==> src/rtl/ecam_pkg.sv <==
`timescale 1ns/1ps
package ecam_pkg;
  localparam int BUS_W    = 8;
  localparam int DEVFN_W  = 8;
  localparam int OFS_W    = 12;
  localparam int WIN_W    = BUS_W + DEVFN_W + OFS_W;
  localparam int SIZE_W   = 5;
  localparam int SIZE_LSB = 16;
  localparam int EN_BIT   = 0;
  localparam logic [SIZE_W-1:0] SIZE_RST = 5'd12;

  localparam logic [1:0] IDX_ID   = 2'd0;
  localparam logic [1:0] IDX_CTRL = 2'd1;
  localparam logic [1:0] IDX_BLO  = 2'd2;
  localparam logic [1:0] IDX_BHI  = 2'd3;

  typedef enum logic [1:0] {ST_IDLE, ST_ISSUE, ST_WAIT, ST_RESP} seq_state_t;

  typedef struct packed {
    logic [BUS_W-1:0]   bus;
    logic [DEVFN_W-1:0] devfn;
    logic [OFS_W-1:0]   ofs;
  } cfg_loc_t;
endpackage

==> src/rtl/ecam_win_regs.sv <==
`timescale 1ns/1ps
module ecam_win_regs
  import ecam_pkg::*;
#(
  parameter int ADDR_W = 64,
  parameter int DATA_W = 32
) (
  input  logic                    clk,
  input  logic                    rst_n,
  input  logic                    reg_we,
  input  logic [1:0]              reg_idx,
  input  logic [DATA_W-1:0]       reg_wdata,
  output logic [DATA_W-1:0]       reg_rdata,
  output logic                    win_en,
  output logic [SIZE_W-1:0]       last_bus,
  output logic [ADDR_W-1:WIN_W]   win_base
);
  localparam int HI_W = ADDR_W - DATA_W;
  localparam int LO_W = DATA_W - WIN_W;

  logic              en_q;
  logic [SIZE_W-1:0] size_q;
  logic [LO_W-1:0]   lo_q;
  logic [HI_W-1:0]   hi_q;

  always_ff @(posedge clk or negedge rst_n) begin
    if (!rst_n) begin
      en_q   <= 1'b0;
      size_q <= SIZE_RST;
      lo_q   <= '0;
      hi_q   <= '0;
    end else if (reg_we) begin
      case (reg_idx)
        IDX_CTRL: begin
          en_q   <= reg_wdata[EN_BIT];
          size_q <= reg_wdata[SIZE_LSB +: SIZE_W];
        end
        IDX_BLO: lo_q <= reg_wdata[DATA_W-1:WIN_W];
        IDX_BHI: hi_q <= reg_wdata[HI_W-1:0];
        default: ;
      endcase
    end
  end

  always_comb begin
    reg_rdata = '0;
    case (reg_idx)
      IDX_ID:   reg_rdata[0] = 1'b1;
      IDX_CTRL: begin
        reg_rdata[EN_BIT]              = en_q;
        reg_rdata[SIZE_LSB +: SIZE_W]  = size_q;
      end
      IDX_BLO:  reg_rdata[DATA_W-1:WIN_W] = lo_q;
      default:  reg_rdata[HI_W-1:0] = hi_q;
    endcase
  end

  assign win_en   = en_q;
  assign last_bus = size_q;
  assign win_base = {hi_q, lo_q};

  // bus limit changes only through a register write
  a_r3_size_hold: assert property (@(posedge clk) disable iff (!rst_n)
    !reg_we |=> $stable(last_bus));
  // window base changes only through a register write
  a_r4_base_hold: assert property (@(posedge clk) disable iff (!rst_n)
    !reg_we |=> $stable(win_base));
endmodule

==> src/rtl/ecam_win_decode.sv <==
`timescale 1ns/1ps
module ecam_win_decode
  import ecam_pkg::*;
#(
  parameter int ADDR_W = 64
) (
  input  logic                  win_en,
  input  logic [ADDR_W-1:WIN_W] win_base,
  input  logic [SIZE_W-1:0]     last_bus,
  input  logic                  link_up,
  input  logic [ADDR_W-1:0]     addr,
  output cfg_loc_t              loc,
  output logic                  fwd_ok
);
  logic hit, root, bus_ok, dev_ok;
  logic [BUS_W-1:0] limit;

  assign loc    = cfg_loc_t'(addr[WIN_W-1:0]);
  assign hit    = win_en && (addr[ADDR_W-1:WIN_W] == win_base);
  assign limit  = {{(BUS_W-SIZE_W){1'b0}}, last_bus};
  assign root   = (loc.bus == '0);
  assign bus_ok = (loc.bus <= limit);
  assign dev_ok = root ? (loc.devfn == '0) : link_up;
  assign fwd_ok = hit && bus_ok && dev_ok;
endmodule

==> src/rtl/ecam_win_seq.sv <==
`timescale 1ns/1ps
module ecam_win_seq
  import ecam_pkg::*;
#(
  parameter int DATA_W = 32,
  localparam int BE_W = DATA_W / 8
) (
  input  logic              clk,
  input  logic              rst_n,
  input  logic              h_valid,
  output logic              h_ready,
  input  logic              h_we,
  input  logic [DATA_W-1:0] h_wdata,
  input  logic [BE_W-1:0]   h_be,
  input  cfg_loc_t          loc,
  input  logic              fwd_ok,
  output logic              r_valid,
  input  logic              r_ready,
  output logic [DATA_W-1:0] r_data,
  output logic              r_local,
  output logic              c_valid,
  input  logic              c_ready,
  output logic              c_we,
  output cfg_loc_t          c_loc,
  output logic [DATA_W-1:0] c_wdata,
  output logic [BE_W-1:0]   c_be,
  input  logic              cpl_valid,
  output logic              cpl_ready,
  input  logic [DATA_W-1:0] cpl_data
);
  seq_state_t        st;
  cfg_loc_t          loc_q;
  logic              we_q, local_q;
  logic [DATA_W-1:0] wdata_q, rdata_q;
  logic [BE_W-1:0]   be_q;

  always_ff @(posedge clk or negedge rst_n) begin
    if (!rst_n) begin
      st      <= ST_IDLE;
      loc_q   <= '0;
      we_q    <= 1'b0;
      local_q <= 1'b0;
      wdata_q <= '0;
      rdata_q <= '0;
      be_q    <= '0;
    end else begin
      case (st)
        ST_IDLE: if (h_valid) begin
          loc_q   <= loc;
          we_q    <= h_we;
          wdata_q <= h_wdata;
          be_q    <= h_be;
          local_q <= !fwd_ok;
          rdata_q <= '1;
          st      <= fwd_ok ? ST_ISSUE : ST_RESP;
        end
        ST_ISSUE: if (c_ready) st <= ST_WAIT;
        ST_WAIT: if (cpl_valid) begin
          rdata_q <= we_q ? '0 : cpl_data;
          st      <= ST_RESP;
        end
        default: if (r_ready) st <= ST_IDLE;
      endcase
    end
  end

  assign h_ready   = (st == ST_IDLE);
  assign c_valid   = (st == ST_ISSUE);
  assign cpl_ready = (st == ST_WAIT);
  assign r_valid   = (st == ST_RESP);
  assign r_data    = rdata_q;
  assign r_local   = local_q;
  assign c_we      = we_q;
  assign c_loc     = loc_q;
  assign c_wdata   = wdata_q;
  assign c_be      = be_q;

  // a stalled request keeps valid and payload
  a_r9_req_hold: assert property (@(posedge clk) disable iff (!rst_n)
    c_valid && !c_ready |=> c_valid && $stable(c_loc) && $stable(c_wdata) && $stable(c_be));
  // a forwarded response follows an accepted completion
  a_r9_resp_after_cpl: assert property (@(posedge clk) disable iff (!rst_n)
    $rose(r_valid) && !r_local |-> $past(cpl_valid && cpl_ready));
  // response held until taken
  a_r10_resp_hold: assert property (@(posedge clk) disable iff (!rst_n)
    r_valid && !r_ready |=> r_valid && $stable(r_data) && $stable(r_local));
  // a refused read answers all-ones
  a_r8_local_ones: assert property (@(posedge clk) disable iff (!rst_n)
    r_valid && r_local && !we_q |-> r_data == '1);
endmodule

==> src/rtl/ecam_cfg_window.sv <==
`timescale 1ns/1ps
module ecam_cfg_window
  import ecam_pkg::*;
#(
  parameter int ADDR_W = 64,
  parameter int DATA_W = 32,
  localparam int BE_W = DATA_W / 8
) (
  input  logic              clk,
  input  logic              rst_n,
  input  logic              reg_we,
  input  logic [1:0]        reg_idx,
  input  logic [DATA_W-1:0] reg_wdata,
  output logic [DATA_W-1:0] reg_rdata,
  input  logic              link_up,
  input  logic              h_valid,
  output logic              h_ready,
  input  logic              h_we,
  input  logic [ADDR_W-1:0] h_addr,
  input  logic [DATA_W-1:0] h_wdata,
  input  logic [BE_W-1:0]   h_be,
  output logic              r_valid,
  input  logic              r_ready,
  output logic [DATA_W-1:0] r_data,
  output logic              r_local,
  output logic              c_valid,
  input  logic              c_ready,
  output logic              c_we,
  output logic [BUS_W-1:0]  c_bus,
  output logic [DEVFN_W-1:0] c_devfn,
  output logic [OFS_W-1:0]  c_ofs,
  output logic [DATA_W-1:0] c_wdata,
  output logic [BE_W-1:0]   c_be,
  input  logic              cpl_valid,
  output logic              cpl_ready,
  input  logic [DATA_W-1:0] cpl_data
);
  logic                  win_en;
  logic [SIZE_W-1:0]     last_bus;
  logic [ADDR_W-1:WIN_W] win_base;
  cfg_loc_t              loc, c_loc;
  logic                  fwd_ok;

  ecam_win_regs #(.ADDR_W(ADDR_W), .DATA_W(DATA_W)) u_regs (
    .clk(clk), .rst_n(rst_n), .reg_we(reg_we), .reg_idx(reg_idx),
    .reg_wdata(reg_wdata), .reg_rdata(reg_rdata), .win_en(win_en),
    .last_bus(last_bus), .win_base(win_base)
  );

  ecam_win_decode #(.ADDR_W(ADDR_W)) u_dec (
    .win_en(win_en), .win_base(win_base), .last_bus(last_bus),
    .link_up(link_up), .addr(h_addr), .loc(loc), .fwd_ok(fwd_ok)
  );

  ecam_win_seq #(.DATA_W(DATA_W)) u_seq (
    .clk(clk), .rst_n(rst_n), .h_valid(h_valid), .h_ready(h_ready),
    .h_we(h_we), .h_wdata(h_wdata), .h_be(h_be), .loc(loc), .fwd_ok(fwd_ok),
    .r_valid(r_valid), .r_ready(r_ready), .r_data(r_data), .r_local(r_local),
    .c_valid(c_valid), .c_ready(c_ready), .c_we(c_we), .c_loc(c_loc),
    .c_wdata(c_wdata), .c_be(c_be), .cpl_valid(cpl_valid),
    .cpl_ready(cpl_ready), .cpl_data(cpl_data)
  );

  assign c_bus   = c_loc.bus;
  assign c_devfn = c_loc.devfn;
  assign c_ofs   = c_loc.ofs;

  // root bus requests always target devfn 0
  a_r6_root_dev0: assert property (@(posedge clk) disable iff (!rst_n)
    c_valid && c_bus == '0 |-> c_devfn == '0);
  // downstream request only if link was up at acceptance
  a_r7_link_gate: assert property (@(posedge clk) disable iff (!rst_n)
    $rose(c_valid) && c_bus != '0 |-> $past(link_up));
  // request bus within the limit in force at acceptance
  a_r3_bus_limit: assert property (@(posedge clk) disable iff (!rst_n)
    $rose(c_valid) |-> c_bus <= {{(BUS_W-SIZE_W){1'b0}}, $past(last_bus)});
  // no request rises unless the window was enabled
  a_r2_enable_gate: assert property (@(posedge clk) disable iff (!rst_n)
    $rose(c_valid) |-> $past(win_en));
endmodule

==> config.mk <==
export PLATFORM = sky130hd
export DESIGN_NAME = ecam_cfg_window
export DESIGN_NICKNAME = d
export VERILOG_FILES = /design/src/rtl/ecam_pkg.sv /design/src/rtl/ecam_win_regs.sv /design/src/rtl/ecam_win_decode.sv /design/src/rtl/ecam_win_seq.sv /design/src/rtl/ecam_cfg_window.sv
export SDC_FILE = /design/constraint.sdc
export NUM_CORES = 1
export LEC_CHECK = 0
export ABC_AREA = 1
export ABC_CLOCK_PERIOD_IN_PS = 4800
export BUFFER_PORTS_ARGS = -buffer_cell sky130_fd_sc_hd__buf_4
export CELL_PAD_IN_SITES_DETAIL_PLACEMENT = 1
export CELL_PAD_IN_SITES_GLOBAL_PLACEMENT = 2
export CORE_ASPECT_RATIO = 0.9
export CORE_MARGIN = 2
export CORE_UTILIZATION = 27
export DETAILED_ROUTE_END_ITERATION = 12
export PLACE_DENSITY = 0.84
export SLEW_MARGIN = 15
export SYNTH_ARGS = -nofsm -noshare
export SYNTH_HDL_FRONTEND = slang
export SYNTH_SLANG_ARGS = --single-unit
==> constraint.sdc <==
create_clock -name clk -period 4.8 [get_ports clk]
set_input_delay 0.96 -clock clk [delete_from_list [all_inputs] [get_ports clk]]
set_output_delay 0.96 -clock clk [all_outputs]
set_load 0.1 [all_outputs]
# ---- Yosys cells after proc, flatten, opt, wreduce, memory -nomap -nowiden
# Cells that the tools add are included.
# Widths: inputs -> output; s select.
dict set report op_classes {
  n_mux 16
  reduce_logical 19
  eq_ne 10
  magnitude_cmp 1
}
# op n
set op_table {}
lappend op_table {{$mux 32} 3}
lappend op_table {{$pmux 32 s2} 1}
lappend op_table {{$eq 36x36->1} 1}
lappend op_table {{$logic_not 8->1} 2}
lappend op_table {{$mux 15} 1}
lappend op_table {{$mux 2} 5}
lappend op_table {{$pmux 5 s2} 1}
lappend op_table {{$eq 2x2->1 const B} 4}
lappend op_table {{$le 8x5->1} 1}
lappend op_table {{$pmux 4 s2} 1}
lappend op_table {{$reduce_and 2->1} 4}
lappend op_table {{$mux 7} 1}
lappend op_table {{$pmux 2 s3} 1}
lappend op_table {{$eq 2x1->1 const B} 2}
lappend op_table {{$logic_not 2->1} 2}
lappend op_table {{$ne 2x2->1 const B} 2}
lappend op_table {{$reduce_and 4->1} 1}
lappend op_table {{$reduce_bool 4->1} 1}
lappend op_table {{$reduce_or 2->1} 2}
lappend op_table {{$logic_and 1x1->1} 3}
lappend op_table {{$pmux 1 s3} 1}
lappend op_table {{$reduce_and 3->1} 1}
lappend op_table {{$reduce_or 3->1} 1}
lappend op_table {{$ne 2x1->1 const B} 1}
lappend op_table {{3 further kinds} 3}
dict set report word_totals {
  input_bits 175
  regBits 142
  word_cells 59
  out_inout_bits 134
}

# ---- Logic depth before layout (Yosys ltp)
# Gate-level depths: netlist of run 1.
dict set report depth {
  ltp_word 7
  ltp_mapped 13
  mapped_depth_nobuf 13
}

# ---- Modules after synthesis
# Synthesis of run 1 repeated with hierarchy kept, for this count alone.
dict set report hier_totals {
  hier_cells 834
  hier_area_um2 7243.2
}
# mod cells_per_inst seq_area_each_um2 n_inst area_per_inst_um2
set modules_own_cells {}
lappend modules_own_cells {ecam_win_seq 318 2502.4 1 4043.9}
lappend modules_own_cells {ecam_win_regs 270 1053.5 1 2047.0}
lappend modules_own_cells {ecam_win_decode 246 0.0 1 1152.4}

# ---- Least setup slack after synthesis of run 1
# OpenSTA, ideal clock, no wires.
dict set report synth_timing {
  path_kind {input port to output port}
  start {input reg_idx[0]}
  end {output reg_rdata[18]}
  path_buffers 0
  arrival_ns 3.324
  t_required_ns 3.840
  slack_ns 0.516
  path_stages 4
  path_cell_list {inv_1 nor2_1 inv_1 o21ai_0}
}
dict set report synth_via {
  elab_chain_len 3
  elab_cells_between_ends 5
  classes_between {2 x eq/ne; 1 x mux; 2 x reduce/logical}
}
# item line_no
set synth_rtl {}
lappend synth_rtl {{start: declaration} ecam_cfg_window.sv:12} ;# input logic [1:0] reg_idx,
lappend synth_rtl {{$eq 2x2->1 / $logic_not 2->1 (equally long branches)} ecam_win_regs.sv:47} ;# case (reg_idx)
lappend synth_rtl {{$reduce_or 2->1 (no line)} n/a}
lappend synth_rtl {{$pmux 5 s2 *} ecam_win_regs.sv:47}
lappend synth_rtl {{end: declaration} ecam_cfg_window.sv:14} ;# output logic [DATA_W-1:0] reg_rdata,
# Every way passes the cells marked *; elsewhere a longest branch is shown, timed or not.

# ---- Final worst setup path of run 1
dict set report layout_timing {
  start {input reg_idx[0]}
  end {output reg_rdata[0]}
}
dict set report layout_via {
  elab_chain_len 2
  elab_cells_between_ends 4
  classes_between {2 x eq/ne; 1 x mux; 1 x reduce/logical}
}
# item line_no
set layout_rtl {}
lappend layout_rtl {{$eq 2x2->1, or another cell as far along} ecam_win_regs.sv:47}
lappend layout_rtl {{$pmux 1 s3 *} ecam_win_regs.sv:47}
# Marked as above.

==> out/results.ini, run 1 <==
[global_route]
grt_pass1_wl_mm = 38.4
grt_max_degree = 91
first_global_vias = 6839
grt_overflow = 0
grt_use_total = 0.192
antenna_found_initial = 0

[clock_network]
cts_resized = 0
cts_tree = done
clock-sinks = 142
cts_buffer_depth = 2
cts_buffers = 17
post-cts-setup-buffers = 0
htreeDepth = 4
insertion_delay_ns = 0.43
hold_buffers = 0
cts_root_buffer = clkbuf_16
path_clk_slew_ns = 0.06

[run]
max-cap-violations = 0

[setup_path]
critPathKind = primary input to output port
crit_top_cell = buf_4
crit_slowest_cell = buf_4
start_kind = primary input
arrival_ns = 2.05
cp_cell_sequence = buf_4, nand2_1, buf_4, o21ai_0, buf_4
max_stage_delay_ns = 0.32
path_buf_inv = 3
required_ns = 3.84
critPathTopFamily = buffers and inverters
path_max_fanout = 25
critPathCaptureType = output port

[synth]
synth_xor_area_frac = 0.0106
synth_simple_gate_area_frac = 0.250
yosysSeqAreaShare = 0.538
synth.area.mux_share = 0
synth_cell_types = 26
synth_area_um2 = 6600
synth_cells = 853
synth-adder-area-share = 0.0171
synth_top_family_by_area = simple AND/OR/NAND/NOR gates
avgSynthCellArea_um2 = 7.74
synth-compound-area-share = 0.105
yosysWarnings = 0
synth.net_count = 1037
synth_seq_cells = 142
synthArstFlopShare = 1.00
synth-edff-count = 0
synth-main-ff-cell = dfrtp_1

[placement]
place_hpwl_mm = 18.4
io_buffers = 308
place_congestion = 0.810
placed_cell_area_um2 = 9200

[floorplan]
die-area_um2 = 25700
core-area_um2 = 24100
io_pins = 309
die_height_um = 152
rows = 54
die_w_um = 169
start_util = 0.274

[drt]
wl_per_cell_um = 16.5
initialDrtViolationCount = 371
via_per_inst = 4.42
dr.pass1.iters = 4
antenna_left = 0
vias = 6510
routed_wl_mm = 24.3
drc = 0

[sta]
hold_violations = 0
tightest_slew_ns = 1.11
hold_slack_ns = 0.479
relSlewSlack = 0.260
period_share = 0.627
finalClockSkew_ns = 0.0194
setup_viol = 0
slew_violations = 0
rsz0062_at_grt = false
fin_setup_tns_ns = 0
post-route-min-period_ns = 3.01
max_freq_ghz = 0.332

[layout]
final_layout_size_suffix_gt1_frac = 0.306
syn_to_final_growth_pct = 47.6
final_util = 0.404
layout.nets = 1336
antenna_cells = 0
fin_area_um2 = 9750

[outcome]
status = finished, final reports clean

[min_path]
hold_path.class = flip-flop to flip-flop

-- cell families after synthesis --
logic type | count (synthesis)
DFF | 142
buffers and inverters | 126
adders and majority gates | 9
xor gates and xnor gates | 8
and+or+nand+nor | 435
AOI/OAI and AO/OA | 133
-- sequential cells by signal (all words and copies together), names as in the netlist, 2 cells and up --
signal           flops
u_seq.r_data        32
u_seq.st             2
u_regs.lo_q          4
u_regs.hi_q         32
u_regs.last_bus      5
u_seq.c_be           4
u_seq.c_wdata       32
u_seq.c_loc         28
-- synth_stat cells (2+ instances only) --
master,n,area [um2]
a21oi_1,56,280
buf_2,10,50.1
buf_4,3,22.5
buf_6,3,33.8
clkbuf_1,18,67.6
dfrtp_1,140,3500
dfstp_2,2,52.6
ha_1,9,113
inv_1,88,330
inv_2,3,11.3
nand2_1,348,1310
nand3_1,3,15.0
nand4_1,3,18.8
nor2_1,77,289
nor3_1,2,10.0
o21ai_0,39,195
o21ai_1,28,140
o22ai_1,6,37.5
or2_2,2,12.5
xnor2_1,7,61.3
-- placed cells by master (no fill, tap or decap), drive strengths merged --
master,n
nand2,348
buf,315
dfrtp,140
inv,98
nor2,77
o21ai,68
a21oi,56
clkbuf,17
ha,9
xnor2,7
o22ai,6
clkinv,4
nand3,3
nand4,3
clkinvlp,3
or2,2
nor3,2
dfstp,2
a22o,1
xor2,1
o221ai,1
o31ai,1
-- area by class of cell --
cell class,instances,area (um2)
clock buffer,17,425
clock inverter,14,126
fill,2953,14400
inverter,91,342
multi-input combinational,585,2530
sequential,142,3560
tap,308,385
timing repair buffer,315,2380
-- layer usage --
layer,track usage,up-vias,part of all wire,wire [um]
met2,0.313,231,0.47,11400
met1,0.244,3036,0.43,10500
met3,0.0660,23,0.086,2080
met5,0,-,0,0
met4,0.0468,0,0.012,299
li1,-,3220,-,-
-- path summary, 6_finish.rpt --
kind	from	endpoint	slack, ns	depth (start not counted)
worst max-delay path	reg_idx[0]	reg_rdata[0]	1.79	5
worst min-delay path	u_seq.c_wdata[20]	u_seq.c_wdata[20]	0.48	2
worst max register to register	u_seq.st[0]	u_seq.r_data[1]	2.36	9
worst min register to register	u_seq.c_wdata[20]	u_seq.c_wdata[20]	0.48	2
max in group asynchronous	rst_n	u_seq.c_loc[21]	3.31	2
min in group asynchronous	rst_n	u_regs.hi_q[2]	0.62	1
-- worst min-delay path: cells and delay by family, from the launching register on --
family / cells / cell delay [ns]
flip-flops: 1 / 0.34
AND/OR/NAND/NOR: 2 / 0.10
-- metrics by stage --
step | worst slack [ns] | cells
2_1_floorplan | 0.516 | 853
3_3_place_gp | 1.84 | 1441
3_5_place_dp | 1.79 | 1441
4_1_cts | 1.77 | 1472
5_1_grt | 1.60 | 1472
6_report | 1.79 | 1472
Power of run 1 is not shown: default switching activity piles up to over one toggle a cycle in this logic, so the estimate is an artifact.
==> run 2: changes to the inputs <==
--- a/config.mk
+++ b/config.mk
@@ -6,15 +6,15 @@
 export NUM_CORES = 1
 export LEC_CHECK = 0
 export ABC_AREA = 1
-export ABC_CLOCK_PERIOD_IN_PS = 4800
+export ABC_CLOCK_PERIOD_IN_PS = 2700
 export BUFFER_PORTS_ARGS = -buffer_cell sky130_fd_sc_hd__buf_4
 export CELL_PAD_IN_SITES_DETAIL_PLACEMENT = 1
 export CELL_PAD_IN_SITES_GLOBAL_PLACEMENT = 2
 export CORE_ASPECT_RATIO = 0.9
 export CORE_MARGIN = 2
-export CORE_UTILIZATION = 27
+export CORE_UTILIZATION = 22
 export DETAILED_ROUTE_END_ITERATION = 12
-export PLACE_DENSITY = 0.84
+export PLACE_DENSITY = 0.73
 export SLEW_MARGIN = 15
 export SYNTH_ARGS = -nofsm -noshare
 export SYNTH_HDL_FRONTEND = slang
==> constraint.sdc (replaced) <==
create_clock -name clk -period 2.7 [get_ports clk]
set_input_delay 0.54 -clock clk [delete_from_list [all_inputs] [get_ports clk]]
set_output_delay 0.54 -clock clk [all_outputs]
set_load 0.1 [all_outputs]
==> out/results.ini, run 2 (synthesized netlist as in run 1, its figures left out) <==
[layout]
antenna_cells = 0  ; unchanged
n_fill_cell = 3659  ; +24%
fin_area_um2 = 10100  ; +3.7%
multi_input_area_um2 = 2610  ; +2.8%
final_util = 0.340  ; -0.0640
final_layout_size_suffix_gt1_frac = 0.330  ; +0.0238
regArea_um2 = 3560  ; unchanged
final_cell_mix = nand2_1 (345), buf_4 (316), dfrtp_1 (140)
syn_to_final_growth_pct = 53.2
layout_commonest_cell = nand2_1
layout.nets = 1342  ; +0.45%

[clock_network]
insertion_delay_ns = 0.44  ; about the same
cts_buffer_depth = 2  ; unchanged
htreeDepth = 4  ; unchanged
hold_buffers = 0  ; unchanged
cts_resized = 0  ; unchanged
post-cts-setup-buffers = 0  ; unchanged
cts_buffers = 17  ; unchanged
cts_tree = done
path_clk_slew_ns = 0.07  ; about the same
clock-sinks = 142  ; unchanged
cts_root_buffer = clkbuf_16

[global_route]
grt_use_total = 0.164  ; -0.0281
grt_overflow = 0  ; unchanged
grt_max_degree = 70  ; -23%
antenna_found_initial = 0  ; unchanged
first_global_vias = 6884  ; +0.66%
grt_pass1_wl_mm = 40.0  ; +4.0%

[drt]
vias = 6533  ; +0.35%
initialDrtViolationCount = 208  ; -44%
antenna_left = 0  ; unchanged
wl_per_cell_um = 16.2  ; -1.9%
via_per_inst = 4.15  ; -6.1%
routed_wl_mm = 25.4  ; +4.9%
drc = 0  ; unchanged
dr.pass1.iters = 4  ; unchanged

[floorplan]
die_w_um = 187  ; +11%
die-area_um2 = 31400  ; +22%
core-area_um2 = 29700  ; +23%
start_util = 0.222  ; -0.0516
io_pins = 309  ; unchanged
die_height_um = 168  ; +11%
rows = 60  ; +11%

[setup_path]
path_max_fanout = 6  ; -76%
start_kind = flip-flop
critPathCaptureType = output port
critPathKind = flip-flop to output port
arrival_ns = 1.68  ; -0.37 ns
required_ns = 2.16  ; -1.68 ns

[sta]
finalClockSkew_ns = 0.0159  ; -0.00343 ns
slew_violations = 0  ; unchanged
tightest_slew_ns = 0.796  ; -0.313 ns
period_share = 0.821
setup_viol = 0  ; unchanged
hold_violations = 0  ; unchanged
relSlewSlack = 0.470  ; +0.210
post-route-min-period_ns = 2.22
max_freq_ghz = 0.451
rsz0062_at_grt = false
fin_ws_ns = 0.484  ; -1.30 ns
hold_slack_ns = 0.0337  ; -0.445 ns

[placement]
placed_cell_area_um2 = 9470  ; +3.0%
place_ws_ns = 0.586  ; -1.20 ns
place_hpwl_mm = 19.2  ; +4.3%
io_buffers = 308  ; unchanged
place_congestion = 0.802  ; -1.1%

[run]
max-cap-violations = 0  ; unchanged

[min_path]
hold_path.class = primary input to async pin

[outcome]
status = finished, final reports clean

[run 2: final cells by class]
class / count / area share
clock buffer: 19 / 0.0438
clock inverter: 13 / 0.0199
inverter: 91 / 0.0338
multi-input combinational: 585 / 0.258
sequential: 142 / 0.352
tap: 403 / 0.0499
timing repair buffer: 321 / 0.244
[run 2: path summary, 6_finish.rpt]
| kind | start | endpoint | slack (ns) | cells after the start |
|---|---|---|---|---|
| min in group clk | h_wdata[6] | u_seq.c_wdata[6] | 0.30 | 3 |
| max in group asynchronous | rst_n | u_seq.c_wdata[24] | 1.96 | 2 |
| max | u_seq.st[1] | h_ready | 0.48 | 3 |
| min reg2reg | u_seq.c_loc[9] | u_seq.c_loc[9] | 0.48 | 2 |
| max reg2reg | u_seq.st[1] | u_seq.r_data[26] | 0.79 | 9 |
| min | rst_n | u_regs.hi_q[19] | 0.03 | 1 |
[run 2: per-stage QoR]
step,setup TNS (ns),instances
after global routing,0,1574
after CTS,0,1574
after floorplan,-1.73,853
final,0,1574
after global placement,0,1542
after detailed placement,0,1542
[run 2: critical path, stage by stage, from the launching register on]
cell,delay [ns]
dfrtp_1,0.42
inv_1,0.10
ha_1,0.34
buf_4,0.37
[run 2: routing by layer]
layer / wire length [um] / GRT usage
met1: 11400 / 0.205
met2: 11600 / 0.266
met3: 2170 / 0.0646
met4: 262 / 0.0369
met5: 0 / 0
Power of run 2 is left out for the same reason.
==> run 3: changes to the inputs <==
--- a/config.mk
+++ b/config.mk
@@ -6,7 +6,7 @@
 export NUM_CORES = 1
 export LEC_CHECK = 0
 export ABC_AREA = 1
-export ABC_CLOCK_PERIOD_IN_PS = 2700
+export ABC_CLOCK_PERIOD_IN_PS = 1960
 export BUFFER_PORTS_ARGS = -buffer_cell sky130_fd_sc_hd__buf_4
 export CELL_PAD_IN_SITES_DETAIL_PLACEMENT = 1
 export CELL_PAD_IN_SITES_GLOBAL_PLACEMENT = 2
==> constraint.sdc (replaced) <==
create_clock -name clk -period 1.96 [get_ports clk]
set_input_delay 0.392 -clock clk [delete_from_list [all_inputs] [get_ports clk]]
set_output_delay 0.392 -clock clk [all_outputs]
set_load 0.1 [all_outputs]
==> out/results.ini, run 3 (synthesized netlist as in run 1, its figures left out) <==
[outcome]
status = finished, final reports clean

[setup_path]
path_max_fanout = 4  ; -2
critPathKind = flip-flop to output port
start_kind = flip-flop
required_ns = 1.57  ; -0.59 ns
arrival_ns = 1.49  ; -0.19 ns
critPathCaptureType = output port

[global_route]
grt_pass1_wl_mm = 38.2  ; -4.5%
grt_use_total = 0.156  ; -0.00737
antenna_found_initial = 0  ; unchanged
grt_overflow = 0  ; unchanged
grt_max_degree = 53  ; -24%
first_global_vias = 6872  ; -0.17%

[drt]
initialDrtViolationCount = 195  ; -6.3%
routed_wl_mm = 24.7  ; -3.0%
antenna_left = 0  ; unchanged
wl_per_cell_um = 15.6  ; -3.2%
drc = 0  ; unchanged
dr.pass1.iters = 4  ; unchanged
via_per_inst = 4.10  ; -1.3%
vias = 6466  ; -1.0%

[placement]
place_congestion = 0.766  ; -4.5%
place_hpwl_mm = 18.8  ; -2.0%
io_buffers = 308  ; unchanged
place_ws_ns = 0.0919  ; -0.494 ns

[layout]
final_cell_mix = nand2_1 (346), buf_4 (313), dfrtp_1 (140)
layout_commonest_cell = nand2_1
final_layout_size_suffix_gt1_frac = 0.315  ; -0.0147
layout.nets = 1347  ; +0.37%
syn_to_final_growth_pct = 53.5
antenna_cells = 0  ; unchanged
final_util = 0.341  ; +0.000715

[clock_network]
cts_buffers = 17  ; unchanged
clock-sinks = 142  ; unchanged
cts_tree = done
path_clk_slew_ns = 0.06  ; about the same
insertion_delay_ns = 0.42  ; -0.02 ns
cts_root_buffer = clkbuf_16
cts_buffer_depth = 2  ; unchanged
htreeDepth = 4  ; unchanged

[floorplan]
start_util = 0.222  ; unchanged
die_height_um = 168  ; unchanged
die-area_um2 = 31400  ; unchanged
io_pins = 309  ; unchanged
die_w_um = 187  ; unchanged
rows = 60  ; unchanged
core-area_um2 = 29700  ; unchanged

[sta]
hold_violations = 0  ; unchanged
post-route-min-period_ns = 1.89
max_freq_ghz = 0.530
tightest_slew_ns = 0.450  ; -0.346 ns
slew_violations = 0  ; unchanged
period_share = 0.962
setup_viol = 0  ; unchanged
finalClockSkew_ns = 0.00578  ; -0.0101 ns
hold_slack_ns = 0.159  ; +0.126 ns
rsz0062_at_grt = true
fin_ws_ns = 0.0745  ; -0.410 ns
relSlewSlack = 0.700  ; +0.231

[run]
max-cap-violations = 0  ; unchanged

[min_path]
hold_path.class = primary input to flip-flop

run 3: changes by cell type in the layout (fill, tap and decap cells not counted), moves of 4 or more:
cell	change
clkbuf_1	+4
buf_12	+4
nor2_2	-18
nor2_1	+18
run 3: repair_timing:
action	4_1_cts	5_1_grt
buffers inserted	0	0
gates resized for setup	2	5
setup endpoints to repair	1	4
hold endpoints to repair	34	0
hold buffers	1	0
gates cloned	0	0
run 3: critical path, cell delays in order (launching register included):
cell     delay, ns
dfrtp_1       0.41
inv_1         0.14
ha_2          0.27
buf_6         0.25
run 3: routing by layer:
layer	GRT usage	share of wire	wire length (um)
met1	0.199	0.46	11400
met3	0.0463	0.060	1470
met5	0	0	0
met4	0.0455	0.014	334
met2	0.257	0.46	11500
run 3: path summary, 6_finish.rpt:
| kind | slack, ns | end | cells after the start | from |
|---|---|---|---|---|
| min in group asynchronous | 0.47 | u_seq.r_data[0] | 2 | rst_n |
| max in group asynchronous | 0.87 | u_regs.last_bus[2] | 3 | rst_n |
| min | 0.16 | u_seq.c_wdata[30] | 3 | h_wdata[30] |
| max reg2reg | 0.18 | u_seq.st[1] | 12 | u_regs.last_bus[3] |
| min reg2reg | 0.48 | u_seq.c_wdata[2] | 2 | u_seq.c_wdata[2] |
| max | 0.07 | cpl_ready | 3 | u_seq.st[0] |
run 3: through the flow:
stage	TNS [ns]	instance area, um2	std cells
finish	0	10100	1578
CTS	0	10100	1578
global route	-0.0114	10100	1578
detailed placement	0	9500	1546
global placement	0	9500	1546
floorplan	-14.51	6620	853
run 3: final cells by class:
| cell class | instances | area [um2] |
|---|---|---|
| fill | 3622 | 19600 |
| sequential | 142 | 3560 |
| multi-input combinational | 585 | 2570 |
| timing repair buffer | 326 | 2570 |
| tap | 403 | 504 |
| clock buffer | 25 | 485 |
| inverter | 91 | 342 |
| clock inverter | 6 | 108 |
Power of run 3 is left out for the same reason.
